## src/rtl/nandc_pkg.sv

```systemverilog
package nandc_pkg;

    localparam int BUS_W = 16;
    localparam int IRQ_W = 5;
    localparam int ST_W  = 5;

    // register offsets
    localparam logic [3:0] OFF_CTRL   = 4'd0;
    localparam logic [3:0] OFF_STAT   = 4'd1;
    localparam logic [3:0] OFF_ISTAT  = 4'd2;
    localparam logic [3:0] OFF_IMASK  = 4'd3;
    localparam logic [3:0] OFF_CMD    = 4'd4;
    localparam logic [3:0] OFF_ADDR   = 4'd5;
    localparam logic [3:0] OFF_DWR    = 4'd6;
    localparam logic [3:0] OFF_RDREQ  = 4'd7;
    localparam logic [3:0] OFF_RDDATA = 4'd8;
    localparam logic [3:0] OFF_RSTC   = 4'd9;
    localparam logic [3:0] OFF_PGCTL  = 4'd10;

    // interrupt flag positions
    localparam int IRQ_NB    = 0;
    localparam int IRQ_OVF   = 1;
    localparam int IRQ_EDGE  = 2;
    localparam int IRQ_RRDY  = 3;
    localparam int IRQ_WDONE = 4;

    typedef enum logic [1:0] {
        ENT_CMD  = 2'd0,
        ENT_ADDR = 2'd1,
        ENT_DATA = 2'd2,
        ENT_RREQ = 2'd3
    } ent_kind_e;

    typedef struct packed {
        ent_kind_e  kind;
        logic [7:0] dat;
    } wb_ent_t;

    typedef enum logic [1:0] {
        SQ_IDLE  = 2'd0,
        SQ_SETUP = 2'd1,
        SQ_STRB  = 2'd2,
        SQ_HOLD  = 2'd3
    } seq_st_e;

    typedef struct packed {
        logic empty;
        logic pg_rd;
        logic pg_wr;
        logic full;
        logic rb;
    } status_t;

    function automatic logic is_queue_off(input logic [3:0] off);
        return (off == OFF_CMD) || (off == OFF_ADDR) ||
               (off == OFF_DWR) || (off == OFF_RDREQ);
    endfunction

    function automatic ent_kind_e off_to_kind(input logic [3:0] off);
        ent_kind_e k;
        case (off)
            OFF_CMD:  k = ENT_CMD;
            OFF_ADDR: k = ENT_ADDR;
            OFF_DWR:  k = ENT_DATA;
            default:  k = ENT_RREQ;
        endcase
        return k;
    endfunction

endpackage

```

## src/rtl/nandc_wbuf.sv

```systemverilog
module nandc_wbuf
    import nandc_pkg::*;
#(
    parameter int DEPTH = 4
) (
    input  logic    clk,
    input  logic    rst,
    input  logic    push,
    input  wb_ent_t push_ent,
    input  logic    pop,
    output wb_ent_t head,
    output logic    full,
    output logic    empty,
    output logic    drained
);
    localparam int PTR_W = (DEPTH > 1) ? $clog2(DEPTH) : 1;
    localparam int CNT_W = $clog2(DEPTH + 1);

    wb_ent_t            mem [DEPTH];
    logic [PTR_W-1:0]   wr_ptr, rd_ptr;
    logic [CNT_W-1:0]   cnt;

    function automatic logic [PTR_W-1:0] nxt(input logic [PTR_W-1:0] p);
        return (p == PTR_W'(DEPTH - 1)) ? '0 : p + 1'b1;
    endfunction

    always_ff @(posedge clk) begin
        if (push) mem[wr_ptr] <= push_ent;
    end

    always_ff @(posedge clk) begin
        if (rst) begin
            wr_ptr <= '0;
            rd_ptr <= '0;
            cnt    <= '0;
        end else begin
            if (push) wr_ptr <= nxt(wr_ptr);
            if (pop)  rd_ptr <= nxt(rd_ptr);
            case ({push, pop})
                2'b10:   cnt <= cnt + 1'b1;
                2'b01:   cnt <= cnt - 1'b1;
                default: cnt <= cnt;
            endcase
        end
    end

    assign head    = mem[rd_ptr];
    assign full    = (cnt == CNT_W'(DEPTH));
    assign empty   = (cnt == '0);
    assign drained = pop && !push && (cnt == CNT_W'(1));

    AST_NO_POP_EMPTY: assert property (@(posedge clk) disable iff (rst)
        pop |-> !empty);
    AST_NO_PUSH_FULL: assert property (@(posedge clk) disable iff (rst)
        push |-> !full);

endmodule

```

## src/rtl/nandc_seq.sv

```systemverilog
module nandc_seq
    import nandc_pkg::*;
#(
    parameter int DLY_W = 4
) (
    input  logic             clk,
    input  logic             rst,
    input  logic             start,
    input  wb_ent_t          start_ent,
    input  logic             start_page,
    input  logic [DLY_W-1:0] rd_dly,
    input  logic [DLY_W-1:0] wr_dly,
    output logic             busy,
    output logic             done,
    output ent_kind_e        done_kind,
    output logic             done_page,
    output logic [7:0]       cap_data,
    output logic             nand_ce_n,
    output logic             nand_cle,
    output logic             nand_ale,
    output logic             nand_we_n,
    output logic             nand_re_n,
    output logic [7:0]       nand_dq_o,
    output logic             nand_dq_oe,
    input  logic [7:0]       nand_dq_i
);
    seq_st_e          st;
    wb_ent_t          cur;
    logic             cur_pg;
    logic [DLY_W-1:0] cnt;
    logic [7:0]       cap;
    logic             is_rd, active;

    assign is_rd  = (cur.kind == ENT_RREQ);
    assign active = (st != SQ_IDLE);

    always_ff @(posedge clk) begin
        if (rst) begin
            st     <= SQ_IDLE;
            cur    <= '{kind: ENT_CMD, dat: 8'h00};
            cur_pg <= 1'b0;
            cnt    <= '0;
            cap    <= '0;
        end else begin
            case (st)
                SQ_IDLE: if (start) begin
                    cur    <= start_ent;
                    cur_pg <= start_page;
                    st     <= SQ_SETUP;
                end
                SQ_SETUP: begin
                    cnt <= is_rd ? rd_dly : wr_dly;
                    st  <= SQ_STRB;
                end
                SQ_STRB: begin
                    if (cnt == '0) begin
                        st <= SQ_HOLD;
                        if (is_rd) cap <= nand_dq_i;
                    end else begin
                        cnt <= cnt - 1'b1;
                    end
                end
                default: st <= SQ_IDLE;
            endcase
        end
    end

    assign busy       = active;
    assign done       = (st == SQ_HOLD);
    assign done_kind  = cur.kind;
    assign done_page  = cur_pg;
    assign cap_data   = cap;

    assign nand_ce_n  = !active;
    assign nand_cle   = active && (cur.kind == ENT_CMD);
    assign nand_ale   = active && (cur.kind == ENT_ADDR);
    assign nand_we_n  = !((st == SQ_STRB) && !is_rd);
    assign nand_re_n  = !((st == SQ_STRB) && is_rd);
    assign nand_dq_o  = cur.dat;
    assign nand_dq_oe = active && !is_rd;

    AST_WE_DQ_STABLE: assert property (@(posedge clk) disable iff (rst)
        (!nand_we_n && $past(!nand_we_n)) |-> ($stable(nand_dq_o) && $stable(nand_cle) && $stable(nand_ale)));
    AST_RE_NO_DRIVE: assert property (@(posedge clk) disable iff (rst)
        !nand_re_n |-> (!nand_dq_oe && nand_we_n));

endmodule

```

## src/rtl/nandc_host_regs.sv

```systemverilog
module nandc_host_regs
    import nandc_pkg::*;
#(
    parameter int WB_DEPTH   = 4,
    parameter int DLY_W      = 4,
    parameter int PAGE_SMALL = 256,
    parameter int PAGE_LARGE = 512
) (
    input  logic             clk,
    input  logic             rst,
    input  logic             bus_we,
    input  logic [3:0]       bus_addr,
    input  logic [BUS_W-1:0] bus_wdata,
    output logic [BUS_W-1:0] bus_rdata,
    output logic             irq_o,
    output logic             ecc_clr_o,
    output logic [7:0]       pg_byte_o,
    output logic             pg_byte_vld_o,
    output logic             nand_ce_n,
    output logic             nand_cle,
    output logic             nand_ale,
    output logic             nand_we_n,
    output logic             nand_re_n,
    output logic [7:0]       nand_dq_o,
    output logic             nand_dq_oe,
    input  logic [7:0]       nand_dq_i,
    input  logic             nand_rb
);
    localparam int CNT_W  = $clog2(PAGE_LARGE);
    localparam int CTRL_W = 2 * DLY_W + 1;

    logic [CTRL_W-1:0] ctrl_q;
    logic [IRQ_W-1:0]  irq_q, mask_q, irq_set, w1c;
    logic [7:0]        rd_q;
    logic              rst_busy, rb_q, rb_d;
    logic              pg_wr_pend, pg_rd_pend;
    logic [CNT_W-1:0]  pg_cnt, pg_len_m1;
    logic              pg_evt, pg_last, rd_done;
    logic [DLY_W-1:0]  rd_dly, wr_dly;
    logic              big_page;
    status_t           status;

    logic              q_wr, wb_push, wb_ovf, wb_pop, wb_full, wb_empty, wb_drained;
    wb_ent_t           push_ent, wb_head, start_ent;
    logic              seq_start, seq_busy, seq_done, seq_done_page;
    ent_kind_e         seq_done_kind;
    logic [7:0]        seq_cap;
    logic              unused_bits;

    assign unused_bits = ^bus_wdata[BUS_W-1:CTRL_W];

    assign rd_dly   = ctrl_q[DLY_W-1:0];
    assign wr_dly   = ctrl_q[2*DLY_W-1:DLY_W];
    assign big_page = ctrl_q[2*DLY_W];

    // register-write decode into the queue
    assign q_wr          = bus_we && is_queue_off(bus_addr);
    assign wb_push       = q_wr && !wb_full;
    assign wb_ovf        = q_wr && wb_full;
    assign push_ent.kind = off_to_kind(bus_addr);
    assign push_ent.dat  = bus_wdata[7:0];

    // queued entries first, then autonomous page-read cycles
    assign seq_start = !seq_busy && (!wb_empty || pg_rd_pend);
    assign wb_pop    = seq_start && !wb_empty;

    always_comb begin
        if (wb_empty) begin
            start_ent.kind = ENT_RREQ;
            start_ent.dat  = 8'h00;
        end else begin
            start_ent = wb_head;
        end
    end

    nandc_wbuf #(.DEPTH(WB_DEPTH)) u_wbuf (
        .clk      (clk),
        .rst      (rst),
        .push     (wb_push),
        .push_ent (push_ent),
        .pop      (wb_pop),
        .head     (wb_head),
        .full     (wb_full),
        .empty    (wb_empty),
        .drained  (wb_drained)
    );

    nandc_seq #(.DLY_W(DLY_W)) u_seq (
        .clk        (clk),
        .rst        (rst),
        .start      (seq_start),
        .start_ent  (start_ent),
        .start_page (wb_empty),
        .rd_dly     (rd_dly),
        .wr_dly     (wr_dly),
        .busy       (seq_busy),
        .done       (seq_done),
        .done_kind  (seq_done_kind),
        .done_page  (seq_done_page),
        .cap_data   (seq_cap),
        .nand_ce_n  (nand_ce_n),
        .nand_cle   (nand_cle),
        .nand_ale   (nand_ale),
        .nand_we_n  (nand_we_n),
        .nand_re_n  (nand_re_n),
        .nand_dq_o  (nand_dq_o),
        .nand_dq_oe (nand_dq_oe),
        .nand_dq_i  (nand_dq_i)
    );

    // completion bookkeeping
    assign rd_done   = seq_done && (seq_done_kind == ENT_RREQ) && !seq_done_page;
    assign pg_len_m1 = big_page ? CNT_W'(PAGE_LARGE - 1) : CNT_W'(PAGE_SMALL - 1);
    assign pg_evt    = seq_done && (seq_done_page || ((seq_done_kind == ENT_DATA) && pg_wr_pend));
    assign pg_last   = pg_evt && !rst_busy && (pg_cnt == pg_len_m1);

    always_comb begin
        irq_set            = '0;
        irq_set[IRQ_NB]    = rb_q && !rb_d;
        irq_set[IRQ_OVF]   = wb_ovf;
        irq_set[IRQ_EDGE]  = wb_drained;
        irq_set[IRQ_RRDY]  = rd_done;
        irq_set[IRQ_WDONE] = pg_last && pg_wr_pend;
        w1c = (bus_we && bus_addr == OFF_ISTAT) ? bus_wdata[IRQ_W-1:0] : '0;
    end

    always_ff @(posedge clk) begin
        if (rst) begin
            ctrl_q     <= '0;
            mask_q     <= '0;
            irq_q      <= '0;
            rd_q       <= '0;
            rst_busy   <= 1'b0;
            rb_q       <= 1'b1;
            rb_d       <= 1'b1;
            pg_wr_pend <= 1'b0;
            pg_rd_pend <= 1'b0;
            pg_cnt     <= '0;
        end else begin
            rb_q     <= nand_rb;
            rb_d     <= rb_q;
            irq_q    <= (irq_q & ~w1c) | irq_set;
            rst_busy <= bus_we && (bus_addr == OFF_RSTC) && bus_wdata[0];
            if (bus_we && bus_addr == OFF_CTRL)  ctrl_q <= bus_wdata[CTRL_W-1:0];
            if (bus_we && bus_addr == OFF_IMASK) mask_q <= bus_wdata[IRQ_W-1:0];
            if (rd_done) rd_q <= seq_cap;

            if (rst_busy)    pg_cnt <= '0;
            else if (pg_evt) pg_cnt <= pg_last ? '0 : pg_cnt + 1'b1;

            if (pg_last) begin
                pg_wr_pend <= 1'b0;
                pg_rd_pend <= 1'b0;
            end else if (bus_we && bus_addr == OFF_PGCTL && !pg_wr_pend && !pg_rd_pend) begin
                if (bus_wdata[0])      pg_rd_pend <= 1'b1;
                else if (bus_wdata[1]) pg_wr_pend <= 1'b1;
            end
        end
    end

    assign status = '{empty: wb_empty, pg_rd: pg_rd_pend, pg_wr: pg_wr_pend,
                      full: wb_full, rb: rb_q};

    always_comb begin
        case (bus_addr)
            OFF_CTRL:   bus_rdata = BUS_W'(ctrl_q);
            OFF_STAT:   bus_rdata = BUS_W'(status);
            OFF_ISTAT:  bus_rdata = BUS_W'(irq_q);
            OFF_IMASK:  bus_rdata = BUS_W'(mask_q);
            OFF_RDDATA: bus_rdata = BUS_W'(rd_q);
            OFF_RSTC:   bus_rdata = BUS_W'(rst_busy);
            OFF_PGCTL:  bus_rdata = BUS_W'({pg_wr_pend, pg_rd_pend});
            default:    bus_rdata = '0;
        endcase
    end

    assign irq_o         = |(irq_q & mask_q);
    assign ecc_clr_o     = rst_busy;
    assign pg_byte_o     = seq_cap;
    assign pg_byte_vld_o = seq_done && seq_done_page;

    AST_OVF_FLAG: assert property (@(posedge clk) disable iff (rst)
        (q_wr && wb_full) |=> irq_q[IRQ_OVF]);
    AST_EDGE_FLAG: assert property (@(posedge clk) disable iff (rst)
        $rose(wb_empty) |-> irq_q[IRQ_EDGE]);
    AST_RRDY_FLAG: assert property (@(posedge clk) disable iff (rst)
        (seq_done && seq_done_kind == ENT_RREQ && !seq_done_page) |=> irq_q[IRQ_RRDY]);
    AST_CNT_CLEARED: assert property (@(posedge clk) disable iff (rst)
        rst_busy |=> (pg_cnt == '0));
    AST_PG_EXCL: assert property (@(posedge clk) disable iff (rst)
        !(pg_wr_pend && pg_rd_pend));

endmodule

```

## config.mk

```make
export PLATFORM = sky130hd
export DESIGN_NAME = nandc_host_regs
export DESIGN_NICKNAME = d
export VERILOG_FILES = /design/src/rtl/nandc_pkg.sv /design/src/rtl/nandc_wbuf.sv /design/src/rtl/nandc_seq.sv /design/src/rtl/nandc_host_regs.sv
export SDC_FILE = /design/constraint.sdc
export NUM_CORES = 1
export LEC_CHECK = 0
export BUFFER_PORTS_ARGS = -buffer_cell sky130_fd_sc_hd__buf_2
export CORE_MARGIN = 5
export CORE_UTILIZATION = 35
export DETAILED_ROUTE_END_ITERATION = 16
export PLACE_DENSITY = 0.61
export SYNTH_ARGS = -nofsm -noshare
export SYNTH_HDL_FRONTEND = slang
export SYNTH_SLANG_ARGS = --single-unit
```

## constraint.sdc

```tcl
create_clock -name clk -period 2.22 [get_ports clk]
set_input_delay 0.222 -clock clk [delete_from_list [all_inputs] [get_ports clk]]
set_output_delay 0.222 -clock clk [all_outputs]
set_load 0.03 [all_outputs]
```

==> metrics <==
internal power 4.85 mW; share of cells above drive strength 1 0.247; status completed; Critical Path RT 2.00 ns; Core Util, Final 0.436; IO Port Bufs 58; Mapped Cells 473; CTS tree yes; area leader, netlist dfxtp_1; Layout fillers 1377; Final #Nets 594; proportion of power drawn by the clock network 0.387; routed len/inst 15.8 um; gpl congestion 0.778; Slew headroom 0.623; largest net degree at the start of global routing 30; die width 131 um; Hold Vio Cnt, Final 0; Fin Setup TNS 0 ns; Worst setup EP type output pin; critical-path cell list inv_1, ha_2, a32oi_1, a2bb2oi_1, o21ai_0, buf_2; Post-Route WL 11.8 mm; CTS max path bufs 2; DR pass1 iterations 4; Root Buffer clkbuf_16; Hold Slack 0.0517 ns; vias in the first global route 3714; Hold Crit Class primary input to flop; Synth top area share 0.293; CP Max Fanout 6; final period demand of the worst path 2.11 ns; sw power 2.18 mW; Netlist cell types 60; Num CTS Buffers 17; hpwl dp 8.52 mm; number of flops mapped to enable cells by yosys 40; Routed Antenna Nets 0; Residual DRC 0; latest clock arrival within the worst-skew pair 0.41 ns; synthesis-to-finish area growth 22.6%; gr usage total 0.143; Setup CP Type flop to output pin; register area 2700 um^2; clock skew 0.00755 ns; slew at the pin closest to its max-slew limit 0.563 ns; H-tree Lvls 4; RSZ-0062 raised after global routing false; Comb pwr share 0.254; final worst-path cycle share 0.948; PwrDens 1120 nW/um^2; die area 17200 um^2; critical path arrival 1.88 ns; Power Total 7.03 mW; Worst VDD drop 370 uV; Synth Register Bits 115; Worst path slowest cell dfxtp_1; grt total ovfl 0; CP startpoint u_wbuf.cnt[0]; Fmax achieved 475 MHz; first-pass GRT wire length 19.0 mm; type of origin of the critical path flop; Synth area leaders dfxtp_1 (29%), edfxtp_1 (23%), mux2i_1 (5.1%); Clock Sinks 115; clock slew at reported path FFs 0.05 ns; row count 44; Max Cap Viol 0; worst flop-to-flop path startpoint u_wbuf.cnt[0]; setup bufs post-CTS 0; multi-input logic area 2210 um^2; io pins 73; Net Sw Frac 0.310; # setup viols final 0; Vias/cell 5.02; Reg power frac 0.360; Post-synth ARST share 0; most common cell after layout, fill and taps aside dfxtp_1; Pleak 2.44 nW; die height 131 um; CP peak stage delay 0.39 ns; n_diodes 0; cell area after synthesis 5120 um^2; syn_area_per_cell 10.8 um^2; initial antenna violation count 0; sequential fraction of the synthesis area 0.527; Initial Utilization 0.355; Slew Limit Fails 0; Ys Warns 0; Core ar. 14400 um^2; Synth Flop Type dfxtp_1; commonest non-fill, non-tap cells in the layout dfxtp_1 (75), buf_2 (58), nor2_1 (47); vias 3728; initial DRC count 199; Hold Startpoint nand_dq_i[1]
==> synth_stat cells (all sizes together) (3+ instances only) <==
master and number:
a21oi 35, and3 6, dfxtp 75, nor3 4, inv 22, nand2b 7, xor2 5, nor2b 3
mux2 5, nand2 38, and2 4, clkbuf 13, nand4b 3, ha 16, nand4 3, or3 5
nor3b 3, buf 15, mux2i 26, a22oi 11, edfxtp 40, a32oi 3, nor2 49, xnor2 5
a2bb2oi 3, o31ai 3, mux4 10, o21a 4, nand3 14, o21ai 13, a211oi 5
==> worst max-delay path, delay by kind of cell (launching register included) <==
family	cells	cell delay, ns
adders and majority gates	1	0.23
AOI/OAI and AO/OA	3	0.57
buffers and inverters	2	0.29
DFF	1	0.39
==> layer usage <==
layer	GRT usage	wire length, um	up-vias
met5	0	0	-
met4	0.0538	224	0
met3	0.0419	491	17
met2	0.231	5800	79
met1	0.182	5250	1785
li1	-	-	1847
==> worst paths after layout <==
kind              cells after the start           endpoint  slack, ns
setup reg to reg                      9      u_wbuf.cnt[2]       0.22
setup / recovery                      6       bus_rdata[4]       0.11
hold / removal                        3  u_seq.cap_data[1]       0.05
hold reg to reg                       2            rd_q[5]       0.46
==> kinds of logic after synthesis <==
group | count (synthesis) | share of synthesized area
buf+inv | 50 | 0.0459
xor+xnor | 10 | 0.0171
flops | 115 | 0.527
compound gates | 91 | 0.118
fa+ha+maj | 16 | 0.0391
mux | 41 | 0.106
other cells | 1 | 0.000732
simple gates | 149 | 0.146
==> what timing repair did <==
action | 4_1_cts | 5_1_grt
setup endpoints to repair | 0 | 2
hold buffers | 1 | 0
resized for setup | 0 | 2
hold endpoints to repair | 1 | 0
==> metrics by stage <==
| step | setup slack [ns] | area, um^2 | cells |
|---|---|---|---|
| floorplan | 0.00387 | 5150 | 479 |
| global placement | 0.170 | 5670 | 710 |
| detailed placement | 0.137 | 5670 | 710 |
| CTS | 0.0173 | 6280 | 743 |
| global route | 0.0168 | 6280 | 743 |
| finish | 0.114 | 6280 | 743 |
==> power groups by stage <==
stage	Clock [mW]	Combinational, mW	Sequential [mW]
floorplan	0	1.24	2.59
global placement	0	1.73	2.56
detailed placement	0	1.79	2.57
CTS	2.77	1.80	2.53
global route	2.89	1.96	2.56
finish	2.72	1.78	2.53
==> state kept, by name, summed over array words and instances, names as in the netlist, 2 cells and up, named ones only <==
name             count
mask_q               5
u_wbuf.rd_ptr        2
pg_cnt               9
irq_q                5
u_seq.done_kind      2
u_seq.cnt            4
rd_q                 8
u_seq.cap_data       8
u_wbuf.wr_ptr        2
u_seq.nand_dq_o      8
u_seq.st             2
ctrl_q               9
u_wbuf.cnt           3
u_wbuf.mem          40
==> layout make-up <==
cell class,instances,area share
Multi-Input combinational cell,314,0.352
Sequential cell,115,0.430
Clock buffer,19,0.0705
Inverter,22,0.0131
Clock inverter,13,0.0255
Tap cell,184,0.0366
Timing Repair Buffer,76,0.0721
Power figures use the tool's default switching activity.
